`src/rtl/rx_mbx_pkg.sv`:
```
package rx_mbx_pkg;

    typedef struct packed {
        logic [28:0] id;
        logic        ext;
        logic        rtr;
        logic [3:0]  len;
        logic [63:0] data;
    } rx_frame_t;

    typedef enum logic [2:0] {
        MODE_OFF    = 3'd0,
        MODE_RX     = 3'd1,
        MODE_RX_OVR = 3'd2,
        MODE_TX     = 3'd3,
        MODE_CONS   = 3'd4,
        MODE_PROD   = 3'd5
    } mb_mode_e;

    typedef enum logic {
        MB_EMPTY = 1'b0,
        MB_FULL  = 1'b1
    } mb_state_e;

endpackage

```
`src/rtl/rx_mbx_alloc.sv`:
```
module rx_mbx_alloc #(
    parameter int NUM = 12
) (
    input  logic           frm_valid,
    input  logic [NUM-1:0] rx_en,
    input  logic [NUM-1:0] ovr_en,
    input  logic [NUM-1:0] full,
    output logic [NUM-1:0] store
);
    logic [NUM-1:0] free_vec;
    logic [NUM-1:0] ovr_vec;
    logic [NUM-1:0] pick_free;
    logic [NUM-1:0] pick_ovr;

    assign free_vec = rx_en & ~full;
    assign ovr_vec  = ovr_en & full;

    // lowest set bit of each candidate vector
    always_comb begin
        pick_free = '0;
        pick_ovr  = '0;
        for (int i = NUM - 1; i >= 0; i--) begin
            if (free_vec[i]) pick_free = NUM'(1) << i;
            if (ovr_vec[i])  pick_ovr  = NUM'(1) << i;
        end
    end

    always_comb begin
        store = '0;
        if (frm_valid) begin
            if (|free_vec) store = pick_free;
            else           store = pick_ovr;
        end
    end
endmodule

```
`src/rtl/rx_mbx_slot.sv`:
```
module rx_mbx_slot
    import rx_mbx_pkg::*;
(
    input  logic       clk,
    input  logic       rst_n,
    input  logic       mode_we,
    input  logic [2:0] mode_in,
    input  logic [3:0] prio_in,
    input  logic       store,
    input  rx_frame_t  frm_in,
    input  logic       rearm,
    input  logic       stat_rd,
    output logic [2:0] mode_q,
    output logic [3:0] prio_q,
    output logic       full,
    output logic       lost,
    output rx_frame_t  frm_q
);
    mb_state_e st, st_nx;

    always_ff @(posedge clk or negedge rst_n) begin
        if (!rst_n) st <= MB_EMPTY;
        else        st <= st_nx;
    end

    always_comb begin
        st_nx = st;
        unique case (st)
            MB_EMPTY: if (store) st_nx = MB_FULL;
            MB_FULL: begin
                if (store)      st_nx = MB_FULL;
                else if (rearm) st_nx = MB_EMPTY;
            end
            default: st_nx = MB_EMPTY;
        endcase
    end

    always_comb full = (st == MB_FULL);

    always_ff @(posedge clk or negedge rst_n) begin
        if (!rst_n) begin
            lost   <= 1'b0;
            frm_q  <= '0;
            mode_q <= MODE_OFF;
            prio_q <= '0;
        end else begin
            if (store) frm_q <= frm_in;
            if (store && st == MB_FULL) lost <= 1'b1;
            else if (stat_rd)           lost <= 1'b0;
            if (mode_we) begin
                mode_q <= mode_in;
                prio_q <= prio_in;
            end
        end
    end

    p_fill_r2: assert property (@(posedge clk) disable iff (!rst_n)
        (st == MB_EMPTY && store) |=> full);
    p_rearm_r4: assert property (@(posedge clk) disable iff (!rst_n)
        (st == MB_FULL && rearm && !store) |=> !full);
    p_lost_src_r8: assert property (@(posedge clk) disable iff (!rst_n)
        $rose(lost) |-> $past(st == MB_FULL));
    p_lost_clr_r9: assert property (@(posedge clk) disable iff (!rst_n)
        (stat_rd && !store) |=> !lost);
endmodule

```
`src/rtl/rx_mbx_bank.sv`:
```
module rx_mbx_bank
    import rx_mbx_pkg::*;
#(
    parameter int NUM    = 12,
    parameter int ADDR_W = 10
) (
    input  logic              clk,
    input  logic              rst_n,
    input  logic              frm_valid,
    input  logic [28:0]       frm_id,
    input  logic              frm_ext,
    input  logic              frm_rtr,
    input  logic [3:0]        frm_len,
    input  logic [63:0]       frm_data,
    input  logic              reg_wr,
    input  logic              reg_rd,
    input  logic [ADDR_W-1:0] reg_addr,
    input  logic [31:0]       reg_wdata,
    output logic [31:0]       reg_rdata
);
    localparam logic [ADDR_W-1:0] A_READY = ADDR_W'(12'h000);
    localparam logic [ADDR_W-1:0] A_REARM = ADDR_W'(12'h004);
    localparam logic [2:0] OFF_MODE = 3'd0;
    localparam logic [2:0] OFF_ID   = 3'd2;
    localparam logic [2:0] OFF_STAT = 3'd4;
    localparam logic [2:0] OFF_DLO  = 3'd5;
    localparam logic [2:0] OFF_DHI  = 3'd6;

    rx_frame_t      frm_in;
    logic [NUM-1:0] rx_en, ovr_en, full, lost, store, rearm;
    logic [NUM-1:0] mode_we, stat_rd;
    logic [2:0]     mode_q [NUM];
    logic [3:0]     prio_q [NUM];
    rx_frame_t      frm_q  [NUM];

    logic           in_mbx;
    logic [3:0]     mb_idx;
    logic [2:0]     mb_off;

    assign frm_in = '{id: frm_id, ext: frm_ext, rtr: frm_rtr,
                      len: frm_len, data: frm_data};
    assign in_mbx = reg_addr[9];
    assign mb_idx = reg_addr[8:5];
    assign mb_off = reg_addr[4:2];
    assign rearm  = (reg_wr && reg_addr == A_REARM) ? reg_wdata[NUM-1:0] : '0;

    logic unused_bits;
    assign unused_bits = ^{reg_addr[1:0], reg_wdata};

    rx_mbx_alloc #(.NUM(NUM)) i_alloc (
        .frm_valid (frm_valid),
        .rx_en     (rx_en),
        .ovr_en    (ovr_en),
        .full      (full),
        .store     (store)
    );

    for (genvar g = 0; g < NUM; g++) begin : g_slot
        assign mode_we[g] = reg_wr && in_mbx && int'(mb_idx) == g && mb_off == OFF_MODE;
        assign stat_rd[g] = reg_rd && in_mbx && int'(mb_idx) == g && mb_off == OFF_STAT;
        assign rx_en[g]   = (mode_q[g] == MODE_RX) || (mode_q[g] == MODE_RX_OVR);
        assign ovr_en[g]  = (mode_q[g] == MODE_RX_OVR);

        rx_mbx_slot i_slot (
            .clk     (clk),
            .rst_n   (rst_n),
            .mode_we (mode_we[g]),
            .mode_in (reg_wdata[26:24]),
            .prio_in (reg_wdata[19:16]),
            .store   (store[g]),
            .frm_in  (frm_in),
            .rearm   (rearm[g]),
            .stat_rd (stat_rd[g]),
            .mode_q  (mode_q[g]),
            .prio_q  (prio_q[g]),
            .full    (full[g]),
            .lost    (lost[g]),
            .frm_q   (frm_q[g])
        );
    end

    always_comb begin
        reg_rdata = '0;
        if (!in_mbx) begin
            if (reg_addr == A_READY) reg_rdata = {{(32-NUM){1'b0}}, full};
        end else if (int'(mb_idx) < NUM) begin
            unique case (mb_off)
                OFF_MODE: reg_rdata = {5'b0, mode_q[mb_idx], 4'b0, prio_q[mb_idx], 16'b0};
                OFF_ID:   reg_rdata = frm_q[mb_idx].ext
                                    ? {2'b0, 1'b1, frm_q[mb_idx].id}
                                    : {3'b0, frm_q[mb_idx].id[10:0], 18'b0};
                OFF_STAT: reg_rdata = {7'b0, lost[mb_idx], full[mb_idx], 2'b0,
                                       frm_q[mb_idx].rtr, frm_q[mb_idx].len, 16'b0};
                OFF_DLO:  reg_rdata = frm_q[mb_idx].data[31:0];
                OFF_DHI:  reg_rdata = frm_q[mb_idx].data[63:32];
                default:  reg_rdata = '0;
            endcase
        end
    end

    p_one_target_r2: assert property (@(posedge clk) disable iff (!rst_n)
        $onehot0(store));
    p_no_take_r3: assert property (@(posedge clk) disable iff (!rst_n)
        (frm_valid && !(|(rx_en & ~full)) && !(|(ovr_en & full)) && rearm == '0)
        |=> full == $past(full));
endmodule

```
`config.mk`:
```
export PLATFORM = sky130hd
export DESIGN_NAME = rx_mbx_bank
export DESIGN_NICKNAME = d
export VERILOG_FILES = /design/src/rtl/rx_mbx_pkg.sv /design/src/rtl/rx_mbx_alloc.sv /design/src/rtl/rx_mbx_slot.sv /design/src/rtl/rx_mbx_bank.sv
export SDC_FILE = /design/constraint.sdc
export NUM_CORES = 2
export LEC_CHECK = 0
export BUFFER_PORTS_ARGS = -buffer_cell sky130_fd_sc_hd__buf_2
export CAP_MARGIN = 0
export CORE_MARGIN = 5
export CORE_UTILIZATION = 35
export CTS_CLUSTER_SIZE = 28
export DETAILED_ROUTE_END_ITERATION = 8
export HOLD_SLACK_MARGIN = 0.15
export SLEW_MARGIN = 20
export SYNTH_ARGS = -nofsm -noshare
export SYNTH_HDL_FRONTEND = slang
export SYNTH_HIERARCHICAL = 1
export SYNTH_SLANG_ARGS = --single-unit
```
`constraint.sdc`:
```
create_clock -name clk -period 4.07 [get_ports clk]
set_input_delay 0.407 -clock clk [delete_from_list [all_inputs] [get_ports clk]]
set_output_delay 0.407 -clock clk [all_outputs]
set_load 0.005 [all_outputs]
```
==> impl_metrics.json <==
{
  "syn_area_mm2": 0.0652,
  "r2r_slack_ns": 0.63,
  "grt_max_degree": 126,
  "avgSynthCellArea_um2": 16.6,
  "cp_max_fo": 47,
  "wl_um": 185000,
  "cts_root_buf": "clkbuf_16",
  "globalplace.congestion": 0.896,
  "rows": 158,
  "rr_startpoint": "g_slot[10].i_slot/mode_q[0]",
  "yosysMostFrequentCell": "dfrtp_1",
  "cts_num_sinks": 1296,
  "layout-drive-gt1-share_pct": 49.9,
  "hold_viol_final": 0,
  "fillerInstances": 17000,
  "die_w_um": 442,
  "grt_remaining_overflow": 0,
  "path_class": "input port to primary output",
  "syn_to_final_growth_pct": 14.5,
  "status": "complete, no violations",
  "synth-edff-count": 0,
  "dp_cells": 6491,
  "worstMarginPinSlew_ns": 1.13,
  "worstPathArrival_ns": 3.61,
  "start_kind": "input port",
  "pin_count": 178,
  "grtUsageTotal_pct": 18.9,
  "cp.required_ns": 3.66,
  "syn_inst": 3916,
  "setup_violations": 0,
  "drc": 0,
  "seq_area_mm2": 0.0324,
  "cts_max_path_buffers": 3,
  "die-area_mm2": 0.195,
  "dp.final_hpwl_um": 116000,
  "synth.area.top_cells": "dfrtp_1 50%, mux2_4 24%, mux4_2 9.6%",
  "r2r-end": "g_slot[6].i_slot/frm_q[69]",
  "grt_pass1_wl_um": 276000,
  "fin_nets": 4422,
  "coreArea_mm2": 0.185,
  "relSlewSlack_pct": 24.6,
  "cts_tree": "yes",
  "hold_path.class": "input port to flop",
  "antenna_left": 0,
  "dr.first_iter.drc_count": 2841,
  "synth_fp_nets": 4062,
  "clk_latency_ns": 0.79,
  "post_synth_num_cell_types": 63,
  "max_freq_mhz": 249,
  "first_pass_iters": 5,
  "clkSlewWorstSetupHoldPaths_ns": 0.06,
  "end_kind": "primary output",
  "whs_ns": 0.250,
  "antenna_found_initial": 26,
  "crit_start": "reg_addr[7]",
  "yosysSeqAreaShare_pct": 49.7,
  "multi_input_area_mm2": 0.0298,
  "die_y_um": 442,
  "slew_violations": 0,
  "place.port_buffers": 164,
  "vias": 36300,
  "synth_common_cells": "1,296 x dfrtp_1, 1,056 x mux2_4, 279 x mux4_2, 225 x mux2_2, 150 x nand2_1",
  "yosysWarnings": 6,
  "min_period_over_period_pct": 98.7,
  "leakage_nw": 33.5,
  "initial_core_util_pct": 35.2,
  "fin_tns_setup_ns": 0,
  "async_reset_ff_share_pct": 100,
  "crit_path_end": "reg_rdata[29]",
  "yosys.area.top_type": "dfrtp_1",
  "skew_ns": 0.0434,
  "power.total_mw": 48.6,
  "rsz0062_at_grt": "false",
  "p_per_area_mw_per_mm2": 651,
  "layout.cells.non_filler": 6874,
  "ys_ff_latch": 1296,
  "rr_worst_depth": 8,
  "irDropWorstVdd_mv": 0.511,
  "first_global_vias": 39000,
  "htreeDepth": 4,
  "fin_crit_ns": 4.02,
  "synth_top_area_share_pct": 49.7,
  "cap_viol_max_count": 0,
  "via_per_inst": 5.28,
  "cts_resized": 0,
  "cts_inserted_buffers": 143,
  "wire_per_inst_um": 27.0,
  "synth_ff_type": "dfrtp_1"
}
[cells by family after synthesis]
group	after synthesis	synth area share (%)
xor gates and xnor gates	12	0.161
buffers and inverters	304	4.87
and+or+nand+nor	341	2.54
muxes	1699	40.0
AOI/OAI and AO/OA	264	2.70
DFF	1296	49.7
[metrics by stage]
step           setup slack [ns]  area [µm²]  util (%)
3_5_place_dp              0.504       68600      37.0
4_1_cts                   0.180       74700      40.3
2_1_floorplan              1.56       65200         -
3_3_place_gp              0.519       68600      37.0
6_report                 0.0515       74700      40.3
5_1_grt                  0.0765       74700      40.3
[area by class of cell]
type                       instances  area share [%]
timing repair buffer             492            5.96
antenna                            8          0.0268
multi-input combinational       2316            39.9
clock inverter                    49           0.798
sequential                      1296            43.4
clock buffer                     206            5.64
inverter                          27           0.136
tap                             2480            4.16
[where the power goes]
group          switching (mW)  leakage (nW)  internal [mW]
Clock                    5.47          2.37           7.79
Sequential               2.95          16.7           18.2
Combinational            4.51          14.4           9.68
[cell usage in the layout (no fill, tap or decap), types with 13 or more instances in the layout]
cell type | synthesis | layout
a21o_1 | 14 | 14
a21oi_1 | 33 | 30
a22o_1 | 14 | 14
a22oi_1 | 73 | 73
and2_1 | 17 | 17
buf_12 | 96 | 67
buf_2 | 77 | 159
buf_4 | 26 | 143
clkbuf_1 | 41 | 28
clkbuf_16 | 0 | 147
clkbuf_8 | 0 | 31
clkinv_2 | 0 | 25
dfrtp_1 | 1296 | 1296
dlygate4sd3_1 | 0 | 120
inv_1 | 27 | 27
mux2_2 | 225 | 225
mux2_4 | 1056 | 1056
mux2i_1 | 139 | 139
mux4_2 | 279 | 279
nand2_1 | 150 | 150
nand3_1 | 29 | 29
nor2_1 | 56 | 52
nor3b_1 | 13 | 13
o211ai_1 | 17 | 17
o21ai_0 | 76 | 76
[critical path, stage by stage]
cell           delay (ns)
dlygate4sd3_1        0.59
buf_4                0.23
buf_12               0.24
nor2_4               0.24
buf_12               0.23
nand2_1              0.08
a21oi_1              0.52
nor2_1               0.17
a21oi_1              0.60
buf_2                0.23
[flip-flops by register name, indices dropped and copies added, names as in the netlist]
signal	count
g_slot.i_slot/lost	12
g_slot.i_slot/prio_q	48
g_slot.i_slot/frm_q	1188
g_slot.i_slot/full	12
g_slot.i_slot/mode_q	36
[metal layers]
| metal | vias to the layer above | GRT usage, % | routed length, µm |
|---|---|---|---|
| li1 | 15300 | - | - |
| met1 | 19700 | 26.0 | 82000 |
| met2 | 979 | 30.2 | 87100 |
| met3 | 339 | 3.12 | 8750 |
| met4 | 6 | 6.84 | 7430 |
| met5 | - | 0 | 41 |
[worst min-delay path by stage]
stage,end,cells past startpoint,slack (ns),from
after floorplan,g_slot[0].i_slot/frm_q[0],0,0.11,rst_n
after global placement,g_slot[5].i_slot/frm_q[68],1,0.48,g_slot[5].i_slot/frm_q[68]
after detailed placement,g_slot[2].i_slot/frm_q[28],1,0.49,g_slot[2].i_slot/frm_q[28]
after CTS,g_slot[1].i_slot/lost,4,0.19,reg_rd
after global routing,g_slot[3].i_slot/lost,4,0.29,reg_rd
final,g_slot[3].i_slot/lost,4,0.25,reg_rd
[timing repair]
item | CTS | global route
hold buffers | 120 | 0
buffers inserted | 0 | 0
hold endpoints to repair | 1387 | 0
setup endpoints to repair | 0 | 0
(Power assumes the default switching activity.)
